## src/rtl/cond_gate_pkg.sv

```systemverilog
package cond_gate_pkg;
  typedef struct packed {
    logic neg;
    logic zero;
    logic carry;
    logic ovf;
  } flag_set_t;

  typedef enum logic [2:0] {
    GRP_ZERO  = 3'd0,
    GRP_CARRY = 3'd1,
    GRP_NEG   = 3'd2,
    GRP_OVF   = 3'd3,
    GRP_UNS   = 3'd4,
    GRP_SGE   = 3'd5,
    GRP_SGT   = 3'd6,
    GRP_ANY   = 3'd7
  } cc_group_e;

  localparam int unsigned SEL_W = 4;
endpackage

```

## src/rtl/cc_field_pick.sv

```systemverilog
module cc_field_pick
  import cond_gate_pkg::*;
#(
  parameter int unsigned INSN_W    = 32,
  parameter int unsigned NARROW_LO = 8
) (
  input  logic [INSN_W-1:0] insn,
  input  logic              narrow_mode,
  input  logic              narrow_is_bcc,
  output logic [SEL_W-1:0]  sel,
  output logic              eval_en
);
  localparam int unsigned WIDE_LO = INSN_W - SEL_W;

  always_comb begin
    if (narrow_mode) begin
      sel     = insn[NARROW_LO +: SEL_W];
      eval_en = narrow_is_bcc;
    end else begin
      sel     = insn[WIDE_LO +: SEL_W];
      eval_en = 1'b1;
    end
  end
endmodule

```

## src/rtl/cc_flag_eval.sv

```systemverilog
module cc_flag_eval
  import cond_gate_pkg::*;
#(
  parameter int unsigned WORD_W = 32
) (
  input  logic [WORD_W-1:0] stat_word,
  input  logic [SEL_W-1:0]  sel,
  input  logic              eval_en,
  output logic              pass_c,
  output logic              rsvd_c
);
  localparam int unsigned FLAG_LO = WORD_W - SEL_W;

  flag_set_t fl;
  cc_group_e grp;
  logic      base;
  logic      sgn_eq;

  assign fl     = flag_set_t'(stat_word[FLAG_LO +: SEL_W]);
  assign grp    = cc_group_e'(sel[SEL_W-1:1]);
  assign sgn_eq = (fl.neg == fl.ovf);

  always_comb begin
    unique case (grp)
      GRP_ZERO:  base = fl.zero;
      GRP_CARRY: base = fl.carry;
      GRP_NEG:   base = fl.neg;
      GRP_OVF:   base = fl.ovf;
      GRP_UNS:   base = fl.carry & ~fl.zero;
      GRP_SGE:   base = sgn_eq;
      GRP_SGT:   base = ~fl.zero & sgn_eq;
      default:   base = 1'b1;
    endcase
  end

  always_comb begin
    if (!eval_en) begin
      pass_c = 1'b1;
      rsvd_c = 1'b0;
    end else if (grp == GRP_ANY) begin
      pass_c = 1'b1;
      rsvd_c = sel[0];
    end else begin
      pass_c = base ^ sel[0];
      rsvd_c = 1'b0;
    end
  end
endmodule

```

## src/rtl/cc_out_stage.sv

```systemverilog
module cc_out_stage #(
  parameter bit OUT_REG = 1'b1
) (
  input  logic clk,
  input  logic rst_n,
  input  logic pass_c,
  input  logic rsvd_c,
  output logic take,
  output logic cc_reserved
);
  generate
    if (OUT_REG) begin : g_reg
      logic take_q, rsvd_q;
      always_ff @(posedge clk or negedge rst_n) begin
        if (!rst_n) begin
          take_q <= 1'b0;
          rsvd_q <= 1'b0;
        end else begin
          take_q <= pass_c;
          rsvd_q <= rsvd_c;
        end
      end
      assign take        = take_q;
      assign cc_reserved = rsvd_q;
    end else begin : g_comb
      assign take        = pass_c;
      assign cc_reserved = rsvd_c;
    end
  endgenerate
endmodule

```

## src/rtl/cond_gate.sv

```systemverilog
module cond_gate
  import cond_gate_pkg::*;
#(
  parameter int unsigned WORD_W    = 32,
  parameter int unsigned INSN_W    = 32,
  parameter int unsigned NARROW_LO = 8,
  parameter bit          OUT_REG   = 1'b1
) (
  input  logic              clk,
  input  logic              rst_n,
  input  logic [WORD_W-1:0] stat_word,
  input  logic [INSN_W-1:0] insn,
  input  logic              narrow_mode,
  input  logic              narrow_is_bcc,
  output logic              take,
  output logic              cc_reserved
);
  logic [SEL_W-1:0] sel;
  logic             eval_en;
  logic             pass_c;
  logic             rsvd_c;

  cc_field_pick #(
    .INSN_W   (INSN_W),
    .NARROW_LO(NARROW_LO)
  ) u_pick (
    .insn         (insn),
    .narrow_mode  (narrow_mode),
    .narrow_is_bcc(narrow_is_bcc),
    .sel          (sel),
    .eval_en      (eval_en)
  );

  cc_flag_eval #(
    .WORD_W(WORD_W)
  ) u_eval (
    .stat_word(stat_word),
    .sel      (sel),
    .eval_en  (eval_en),
    .pass_c   (pass_c),
    .rsvd_c   (rsvd_c)
  );

  cc_out_stage #(
    .OUT_REG(OUT_REG)
  ) u_out (
    .clk        (clk),
    .rst_n      (rst_n),
    .pass_c     (pass_c),
    .rsvd_c     (rsvd_c),
    .take       (take),
    .cc_reserved(cc_reserved)
  );
endmodule

```

## config.mk

```make
export PLATFORM = sky130hd
export DESIGN_NAME = cond_gate
export DESIGN_NICKNAME = d
export VERILOG_FILES = /design/src/rtl/cond_gate_pkg.sv /design/src/rtl/cc_field_pick.sv /design/src/rtl/cc_flag_eval.sv /design/src/rtl/cc_out_stage.sv /design/src/rtl/cond_gate.sv
export SDC_FILE = /design/constraint.sdc
export NUM_CORES = 1
export LEC_CHECK = 0
export BUFFER_PORTS_ARGS = -buffer_cell sky130_fd_sc_hd__buf_2
export CORE_AREA = 2 2 39 41
export DETAILED_ROUTE_END_ITERATION = 8
export DIE_AREA = 0 0 41 43
export GPL_TIMING_DRIVEN = 1
export PLACE_DENSITY_LB_ADDON = 0.2
export SLEW_MARGIN = 10
export SYNTH_ARGS = -nofsm -noshare
export SYNTH_HDL_FRONTEND = slang
export SYNTH_SLANG_ARGS = --single-unit
```

## constraint.sdc

```tcl
create_clock -name clk -period 1.1 [get_ports clk]
set_clock_uncertainty 0.1 [all_clocks]
set_input_delay 0.165 -clock clk [delete_from_list [all_inputs] [get_ports clk]]
set_output_delay 0.165 -clock clk [all_outputs]
set_load 0.05 [all_outputs]
```

# Word-level counts from Yosys, hierarchy flattened
# Index checks and enable logic that the tools add are counted.
# totals
reg_bits	2
input_bits	68
output_inout_bits	2
elab_cells	22
# op_classes
eq_ne	8
mux	7
bitwise	4
n_reduce_logical	1
# op_table
cell	count
$eq A3 B3 Y1 const B	4
$pmux W1 S7	1
$eq A3 B2 Y1 const B	2
$mux W1	5
$mux W4	1
$eq A3 B1 Y1 const B	1
$logic_not A3 Y1	1
$and A1 B1 Y1	2
$eq A1 B1 Y1	1
$not A1 Y1	1
$xor A1 B1 Y1	1

# Longest topological paths before layout
# Gate-level depths: netlist of the first run.
# depth
word_depth	6
mapped_depth	6
ltp_nobuf	5

# Modules after synthesis
# Synthesis of the first run repeated with hierarchy kept, for this count alone.
# hier_totals
cells_unflattened	22
hier_area_um2	203.9
# modules_own_cells
mod	instances	cells_each	area_per_inst_um2	seq_area_each_um2
cc_flag_eval	1	15	102.6	0.0
cc_field_pick	1	5	51.3	0.0
cc_out_stage	1	2	50.0	50.0

# Least setup slack after synthesis of the first run
# Ideal clock, no wire load.
# synth_path
kind	input -> register
start	input port narrow_mode
end	register u_out.g_reg.take_q (netlist: u_out.take)
setup_ps	121
arrival_ps	1084
required_ps	879
path_slack_ps	-205
path_stages	6
path_buffers	1
cell_sequence	buf_6 -> mux2_4 -> nor3b_2 -> o211ai_1 -> a31oi_1 -> nor2_1
# synth_via
elab_chain_len	6
elab_cells_between_ends	14
cone_classes	eq/ne: 7; mux: 5; bitwise: 1; reduce/logical: 1
# synth_rtl
element	line	rtl
start, declared	cond_gate.sv:13	input logic narrow_mode,
$mux W4	cc_field_pick.sv:16	if (narrow_mode) begin
$eq A3 B3 Y1 (tied with other cells)	cc_flag_eval.sv:24	unique case (grp)
$pmux W1 S7	cc_flag_eval.sv:24	
$xor A1 B1 Y1	cc_flag_eval.sv:44	pass_c = base ^ sel[0];
$mux W1	cc_flag_eval.sv:40	end else if (grp == GRP_ANY) begin
$mux W1 (*)	cc_flag_eval.sv:37	if (!eval_en) begin
via pass_c	cond_gate.sv:20	logic pass_c;
end signal, assigned	cc_out_stage.sv:19	take_q <= pass_c;
end, declared	cc_out_stage.sv:13	logic take_q, rsvd_q;
# Mark *: on every way through the listed nets, which the timed path passes. The rest lies on a longest branch.

# Final worst setup path of the first run
# Ends and elaborated chain as after synthesis.

==> results.sh, run 1 <==
export IMPL_final_layout_size_suffix_gt1_share_pct=61.3
export IMPL_rsz0062_at_grt="true"
export IMPL_grt_antenna_before_repair=0
export IMPL_layout_common_cells="buf_2 (16), buf_4 (8), nor2_1 (3), clkbuf_4 (3)"
export IMPL_crit_end="u_out.take"
export IMPL_vias_per_cell=4.68
export IMPL_ys_ff_latch=2
export IMPL_gr_total_overflow=0
export IMPL_timing_final_crit_share_pct=102
export IMPL_grt_max_degree=10
export IMPL_violations="setup timing"
export IMPL_slew_headroom_pct=82.4
export IMPL_synth_fp_nets=101
export IMPL_yosysUniqueCellTypes=22
export IMPL_worstMarginPinSlew_ps=257
export IMPL_drv_cap=0
export IMPL_die_h_um=43
export IMPL_fillers=154
export IMPL_route_antenna_remaining_nets=0
export IMPL_area_delta_synth_final_pct=87.6
export IMPL_die_area_um2=1760
export IMPL_drc=0
export IMPL_cp_end_kind="flop"
export IMPL_gr_usage_all_layers_pct=10.8
export IMPL_yosys_warnings=0
export IMPL_postLayoutSetupSlackWorst_ps=-24.4
export IMPL_holdWs_ps=157
export IMPL_ctsHtreeMaxLevel=1
export IMPL_drt_iter0_drc=5
export IMPL_max_freq_mhz=889
export IMPL_die_w_um=41
export IMPL_crit_type="primary input to flop"
export IMPL_startpoint_type="primary input"
export IMPL_io_buffers=17
export IMPL_initial_core_util_pct=21.1
export IMPL_min_period_ps=1120
export IMPL_grt_pass1_wl_um=1330
export IMPL_cts_root_buf="clkbuf_4"
export IMPL_cts_tree="yes"
export IMPL_pwr_density_cell_nw_per_um2=819
export IMPL_grt_pass1_vias=382
export IMPL_fp_row_count=14
export IMPL_crit_arrival_ps=1130
export IMPL_hold_viol_final=0
export IMPL_dp_cells=73
export IMPL_fin_tns_setup_ps=-24.4
export IMPL_drt_first_pass_iters=3
export IMPL_min_path_type="primary input to asynchronous set/reset pin"
export IMPL_dp_slack_ps=-388
export IMPL_ys_seq_area_share_pct=17.2
export IMPL_fin_cells=78
export IMPL_setup_viol=1
export IMPL_num_nets_final=132
export IMPL_netlist_instances=33
export IMPL_ir_drop_v=0.000196
export IMPL_final_common_cell="buf_2"
export IMPL_core_area_um2=1380
export IMPL_startpoint="narrow_mode"
export IMPL_netlist_area_um2=292
export IMPL_clock_path_buffers=2
export IMPL_avgRoutedWirePerCell_um=10.3
export IMPL_power_leakage_nw=0.254
export IMPL_critPathMaxFanout=5
export IMPL_antenna_cells=0
export IMPL_vias=365
export IMPL_status="complete, but fails checks"
export IMPL_ios=70
export IMPL_cts_buffers=3
export IMPL_cp_required_ps=1100
export IMPL_cts_clk_slew_worst_paths_ps=30
export IMPL_globalplace_congestion=0.746
export IMPL_synth_avg_cell_area_um2=8.83
export IMPL_cts_sinks=2
export IMPL_maxSlewViolCount=0
export IMPL_final_util_pct=39.5
export IMPL_multi_input_area_um2=255
export IMPL_seqCellArea_um2=50.0
export IMPL_wl_um=801
export IMPL_dp_hpwl_um=646
[report_power, final]
group | internal [mW] | total [mW] | switching (mW)
registers | 0.0812 | 0.0829 | 0.00170
logic | 0.111 | 0.208 | 0.0972
clock network | 0.120 | 0.157 | 0.0371
total | 0.312 | 0.448 | 0.136
[per-layer routing]
| metal | global-route usage (%) | share of wire [%] | vias up |
|---|---|---|---|
| met5 | 0 | 0 | - |
| met4 | 4.00 | 0 | 0 |
| met3 | 3.14 | 6.1 | 0 |
| met2 | 18.8 | 49 | 12 |
| met1 | 11.4 | 44 | 162 |
| li1 | - | - | 191 |
[cells by family (layout without fill, tap and decap cells)]
family / after synthesis / in the layout / share of synthesized area (%)
buffers and inverters: 2 / 31 / 5.15
AND/OR/NAND/NOR: 15 / 15 / 36.1
multiplexers: 5 / 5 / 20.2
AO/OA/AOI/OAI: 8 / 8 / 18.5
XOR/XNOR: 1 / 1 / 3.00
flip-flops: 2 / 2 / 17.2
[sequential cells by signal, indices dropped and copies added (netlist names)]
signal             count
u_out.cc_reserved      1
u_out.take             1
[layout make-up]
class / count / area share, %
clock buffers: 3 / 4.12
inverters: 1 / 0.686
multi-input cells: 29 / 46.7
flip-flops and latches: 2 / 9.15
well taps: 16 / 3.66
repair buffers: 27 / 35.7
[cells in the mapped netlist (all sizes together)]
cell type,number,area [µm²]
a21bo,1,10.0
buf,1,11.3
a21o,1,7.51
a21oi,2,10.0
o211ai,2,15.0
and4,1,8.76
xnor2,1,8.76
nand3,3,15.0
nand4b,2,17.5
mux2i,4,43.8
a31oi,1,6.26
mux2,1,15.0
or3b,1,8.76
inv,1,3.75
o21ai,1,5.00
nor2,3,11.3
nor3b,3,27.5
nand3b,1,7.51
or2b,1,8.76
dfrtp,2,50.1
[worst min-delay path by stage]
stage | start | end | slack, ps | cells after the start
final | rst_n | u_out.cc_reserved | 160 | 2
after floorplan | rst_n | u_out.cc_reserved | -230 | 0
after detailed placement | rst_n | u_out.cc_reserved | -150 | 1
after global routing | rst_n | u_out.cc_reserved | 190 | 2
after CTS | rst_n | u_out.cc_reserved | 150 | 2
after global placement | rst_n | u_out.cc_reserved | -150 | 1
[stage by stage]
stage               cell area [µm²]  power [mW]
global route                    547       0.478
detailed placement              445       0.260
CTS                             510       0.444
floorplan                       292       0.186
global placement                445       0.259
finish                          547       0.448
[what timing repair did]
| item | 4_1_cts | 5_1_grt |
|---|---|---|
| gates cloned | 0 | 1 |
| setup buffers | 0 | 0 |
| hold endpoints to repair | 2 | 0 |
| resized for setup | 7 | 2 |
| pin swaps | 1 | 2 |
| hold buffers | 1 | 0 |
| endpoints found under the setup margin | 1 | 1 |
[worst max-delay path, cell delays in order]
cell     delay [ps]
buf_12          110
mux2i_4         190
or3b_1          370
nand3_2          80
and4_1          170
nor2_1           50
No activity file was read; power rests on OpenSTA's default activity.
==> run 2: changes to the inputs <==
BUFFER_PORTS_ARGS = -buffer_cell sky130_fd_sc_hd__buf_4   (was -buffer_cell sky130_fd_sc_hd__buf_2)
==> run 2 against run 1 <==
Against the previous run: the flow still finishes with violations (setup timing); via count down 4.4%; highest routed layer unchanged; largest power group unchanged; sequential power is essentially flat; worst hold slack better by 12 ps; non-clock buffer count down 3; first-iteration DRC count fell by 80%; combinational power rose by 3%; count of clock-buffer cells in the layout is the same.
==> results.sh, run 2 (synthesized netlist as in run 1, its figures left out) <==
export IMPL_status="complete, but fails checks"
export IMPL_violations="setup timing"
export IMPL_fin_area_um2=553
export IMPL_startpoint="narrow_mode"
export IMPL_globalplace_congestion=0.761
export IMPL_slew_headroom_pct=83.2
export IMPL_min_period_ps=1110
export IMPL_cts_tree="yes"
export IMPL_fin_tns_setup_ps=-13.2
export IMPL_min_path_type="primary input to asynchronous set/reset pin"
export IMPL_layout_common_cells="buf_4 (21), nor2_1 (3), clkbuf_4 (3)"
export IMPL_avgRoutedWirePerCell_um=9.80
export IMPL_ios=70
export IMPL_io_buffers=17
export IMPL_cts_buffers=3
export IMPL_final_layout_size_suffix_gt1_share_pct=61.0
export IMPL_cp_end_kind="flop"
export IMPL_power_leakage_nw=0.250
export IMPL_max_freq_mhz=898
export IMPL_gr_total_overflow=0
export IMPL_crit_arrival_ps=1120
export IMPL_num_nets_final=129
export IMPL_startpoint_type="primary input"
export IMPL_die_h_um=43
export IMPL_vias=349
export IMPL_core_area_um2=1380
export IMPL_dp_hpwl_um=616
export IMPL_cts_clk_slew_worst_paths_ps=30
export IMPL_die_w_um=41
export IMPL_die_area_um2=1760
export IMPL_cp_required_ps=1110
export IMPL_busiest_layer="met2"
export IMPL_grt_use_met3_pct=1.57
export IMPL_vias_per_cell=4.65
export IMPL_dpl_cell_area_um2=473
export IMPL_cts_sinks=2
export IMPL_final_common_cell="buf_4"
export IMPL_setup_viol=1
export IMPL_area_delta_synth_final_pct=89.7
export IMPL_fp_row_count=14
export IMPL_ctsHtreeMaxLevel=1
export IMPL_drv_cap=0
export IMPL_clock_path_buffers=2
export IMPL_timing_final_crit_share_pct=101
export IMPL_drc=0
export IMPL_critPathMaxFanout=10
export IMPL_rsz0062_at_grt="true"
export IMPL_gr_usage_all_layers_pct=9.92
export IMPL_cts_root_buf="clkbuf_4"
export IMPL_grt_pass1_vias=351
export IMPL_grtUsageMet1_pct=10.9
export IMPL_total_power_uw=457
export IMPL_crit_type="primary input to flop"
export IMPL_wl_um=735
export IMPL_grt_max_degree=11
export IMPL_drt_first_pass_iters=3
export IMPL_crit_end="u_out.take"
export IMPL_worstMarginPinSlew_ps=245
export IMPL_drt_iter0_drc=1
export IMPL_ir_drop_v=0.000215
export IMPL_route_antenna_remaining_nets=0
export IMPL_pwr_density_cell_nw_per_um2=826
export IMPL_maxSlewViolCount=0
export IMPL_hold_viol_final=0
export IMPL_grt_antenna_before_repair=0
export IMPL_antenna_cells=0
export IMPL_postLayoutSetupSlackWorst_ps=-13.2
export IMPL_final_util_pct=40.0
export IMPL_initial_core_util_pct=21.1
export IMPL_dp_slack_ps=-320
export IMPL_grt_pass1_wl_um=1210
export IMPL_gr_usage_met2_pct=16.6
-- run 2: worst min-delay path by stage --
stage | cells past startpoint | slack (ps) | endpoint
floorplan | 0 | -230 | u_out.cc_reserved
global placement | 1 | -150 | u_out.cc_reserved
detailed placement | 1 | -150 | u_out.take
CTS | 2 | 160 | u_out.cc_reserved
global route | 2 | 180 | u_out.take
finish | 2 | 170 | u_out.cc_reserved
-- run 2: area by class of cell --
type,count,area [µm²]
fillers,140,831
multi-input cells,29,258
repair buffers,24,199
flip-flops and latches,2,50.0
clock buffers,3,22.5
well taps,16,20.0
inverters,1,3.75
-- run 2: power by group --
part | switching, mW | total, mW | internal, mW
clock | 0.0394 | 0.160 | 0.120
combinational | 0.0953 | 0.214 | 0.119
sequential | 0.00169 | 0.0829 | 0.0812
total | 0.136 | 0.457 | 0.320
-- run 2: layer usage --
| layer | routed length [µm] | vias to the layer above |
|---|---|---|
| met5 | 0 | - |
| met4 | 0 | 0 |
| met3 | 47 | 0 |
| met2 | 352 | 12 |
| met1 | 335 | 154 |
| li1 | - | 183 |
-- run 2: metrics by stage --
| step | instances | hold slack [ps] |
|---|---|---|
| after floorplan | 33 | -231 |
| after global placement | 71 | -151 |
| after detailed placement | 71 | -151 |
| after CTS | 75 | 156 |
| after global routing | 75 | 182 |
| final | 75 | 169 |
-- run 2: repair_timing --
action | CTS | global route
setup endpoints to repair | 1 | 1
resized for setup | 6 | 4
buffers inserted | 0 | 0
hold endpoints to repair | 2 | 0
hold buffers | 1 | 0
pin swaps | 0 | 2
-- run 2: critical path: stages --
cell and delay (ps):
buf_12 120, mux2i_4 190, or3b_4 370, nand3_2 70, and4_1 160, nor2_1 40
==> run 3: changes to the inputs <==
SYNTH_HIERARCHICAL = 1   (was default)
==> run 3 against run 2 <==
Against the previous run: the flow still finishes with violations (setup timing); cell area down 18%; area after synthesis down 30%; global-route usage down 0.49 points; first-iteration DRC count rose to 5.0 times the previous value; via count down 23%; flip-flop and latch count unchanged; synthesized cell count down 33%; worst hold slack worse by 6.4 ps; largest cell class is now buffers; largest power group unchanged; highest routed layer unchanged.
==> results.sh, run 3 <==
export IMPL_ios=70
export IMPL_max_freq_mhz=772
export IMPL_holdWs_ps=163
export IMPL_crit_type="primary input to flop"
export IMPL_worstMarginPinSlew_ps=185
export IMPL_pwr_share_seq_pct=19.6
export IMPL_pwr_density_cell_nw_per_um2=931
export IMPL_fp_row_count=14
export IMPL_yosys_warnings=6
export IMPL_avgRoutedWirePerCell_um=9.98
export IMPL_vias_per_cell=4.19
export IMPL_final_util_pct=32.8
export IMPL_synth_fp_nets=90
export IMPL_power_leakage_nw=0.221
export IMPL_p_int_uw=304
export IMPL_area_delta_synth_final_pct=123
export IMPL_setup_viol=1
export IMPL_vias=268
export IMPL_grt_pass1_wl_um=1060
export IMPL_synth_area_leaders="dfrtp_1 (25%), mux2_2 (22%), mux4_2 (11%), nor2_1 (5.5%), mux2i_1 (4.9%)"
export IMPL_drc=0
export IMPL_min_period_ps=1290
export IMPL_startpoint_type="primary input"
export IMPL_netlist_area_um2=204
export IMPL_async_reset_ff_share_pct=100
export IMPL_ctsHtreeMaxLevel=1
export IMPL_synth_top_area_share_pct=24.5
export IMPL_grt_pass1_vias=275
export IMPL_dp_slack_ps=-503
export IMPL_grt_antenna_before_repair=0
export IMPL_yosys_top_cells_count="mux2_2 (4), nor2_1 (3), dfrtp_1 (2), nand2_1 (2)"
export IMPL_gr_total_overflow=0
export IMPL_cp_required_ps=1100
export IMPL_violations="setup timing"
export IMPL_gr_usage_all_layers_pct=9.43
export IMPL_power_share_switching_pct=28.1
export IMPL_layout_common_cells="buf_4 (21), clkbuf_4 (3)"
export IMPL_cp_end_kind="flop"
export IMPL_synth_most_common_cell="mux2_2"
export IMPL_yosysUniqueCellTypes=15
export IMPL_route_antenna_remaining_nets=0
export IMPL_antenna_cells=0
export IMPL_clock_path_buffers=2
export IMPL_ir_drop_v=0.000242
export IMPL_final_common_cell="buf_4"
export IMPL_cts_root_buf="clkbuf_4"
export IMPL_switching_power_uw=119
export IMPL_die_h_um=43
export IMPL_critPathMaxFanout=5
export IMPL_final_layout_size_suffix_gt1_share_pct=68.8
export IMPL_ys_seq_area_share_pct=24.5
export IMPL_die_w_um=41
export IMPL_total_power_uw=423
export IMPL_cts_tree="yes"
export IMPL_fin_area_um2=454
export IMPL_grt_max_degree=6
export IMPL_ys_ff_latch=2
export IMPL_drt_first_pass_iters=3
export IMPL_initial_core_util_pct=14.7
export IMPL_netlist_instances=22
export IMPL_comb_power_share_pct=42.9
export IMPL_rsz0062_at_grt="true"
export IMPL_timing_final_crit_share_pct=118
export IMPL_cts_clk_slew_worst_paths_ps=30
export IMPL_postLayoutSetupSlackWorst_ps=-195
export IMPL_pwr_share_clk_pct=37.5
export IMPL_crit_arrival_ps=1290
export IMPL_slew_headroom_pct=87.6
export IMPL_synth_top_area_cell="dfrtp_1"
export IMPL_hold_viol_final=0
export IMPL_cts_sinks=2
export IMPL_dpl_cell_area_um2=385
export IMPL_io_buffers=17
export IMPL_min_path_type="primary input to asynchronous set/reset pin"
export IMPL_core_area_um2=1380
export IMPL_maxSlewViolCount=0
export IMPL_synth_avg_cell_area_um2=9.27
export IMPL_cts_buffers=3
export IMPL_status="complete, but fails checks"
export IMPL_drt_iter0_drc=5
export IMPL_wl_um=639
export IMPL_globalplace_congestion=0.667
export IMPL_num_nets_final=118
export IMPL_drv_cap=0
export IMPL_ys_flop_type="dfrtp_1"
export IMPL_synth_edff_count=0
export IMPL_die_area_um2=1760
[run 3: cell count changes in the layout (fill, tap and decap cells not counted), sizes merged, moves of 2 or more]
cell | previous run | this run
mux2 | 1 | 4
o211ai | 2 | 0
nand2 | 0 | 2
nand4b | 2 | 0
nand3 | 3 | 1
nor3b | 3 | 0
mux2i | 4 | 1
[run 3: worst paths after layout]
kind / startpoint / endpoint / slack [ps] / cells past startpoint
worst min-delay path: rst_n / u_out/cc_reserved / 160 / 2
worst max-delay path: narrow_mode / u_out/take / -190 / 6
max in group asynchronous: rst_n / u_out/take / 650 / 2
min in group clk: narrow_is_bcc / u_out/cc_reserved / 240 / 4
[run 3: critical path, stage by stage]
cell	delay (ps)
buf_8	100
mux2_4	330
mux4_2	420
nor2_1	90
a21oi_1	60
mux2i_1	120
[run 3: cells by family (layout without fill, tap and decap cells)]
| logic type | Yosys count | in the layout | synth area share [%] |
|---|---|---|---|
| AO/OA/AOI/OAI | 3 | 3 | 7.97 |
| AND/OR/NAND/NOR | 10 | 10 | 25.2 |
| buffers and inverters | 0 | 26 | 0 |
| multiplexers | 6 | 6 | 38.0 |
| XOR/XNOR | 1 | 1 | 4.30 |
| flip-flops | 2 | 2 | 24.5 |
[run 3: stage by stage]
| step | TNS, ps | instances |
|---|---|---|
| finish | -195 | 64 |
| global route | -213 | 64 |
| CTS | -201 | 64 |
| detailed placement | -635 | 59 |
| global placement | -577 | 59 |
| floorplan | -257 | 22 |
[run 3: power by group through the flow]
| stage | Sequential, mW | Clock (mW) | Combinational (mW) |
|---|---|---|---|
| 2_1_floorplan | 0.110 | 0 | 0.0605 |
| 3_3_place_gp | 0.0834 | 0 | 0.163 |
| 3_5_place_dp | 0.0834 | 0 | 0.163 |
| 4_1_cts | 0.0826 | 0.168 | 0.176 |
| 5_1_grt | 0.0833 | 0.180 | 0.194 |
| 6_report | 0.0827 | 0.159 | 0.181 |
[run 3: metal layers]
metal	GRT usage (%)	wire length (µm)	vias to the layer above
met1	9.94	238	117
met5	0	0	-
met2	13.8	307	18
met4	8.00	0	0
li1	-	-	133
met3	3.66	93	0
[run 3: timing repair]
| item | in CTS | in global routing |
|---|---|---|
| pin swaps | 1 | 4 |
| buffers inserted | 1 | 0 |
| endpoints found under the hold margin | 2 | 0 |
| hold buffers | 1 | 0 |
| endpoints found under the setup margin | 1 | 2 |
| gates resized for setup | 4 | 2 |
[run 3: layout make-up]
cell class,instances,area [µm²]
fillers,153,930
flip-flops and latches,2,50.0
well taps,16,20.0
multi-input cells,20,179
repair buffers,23,183
clock buffers,3,22.5
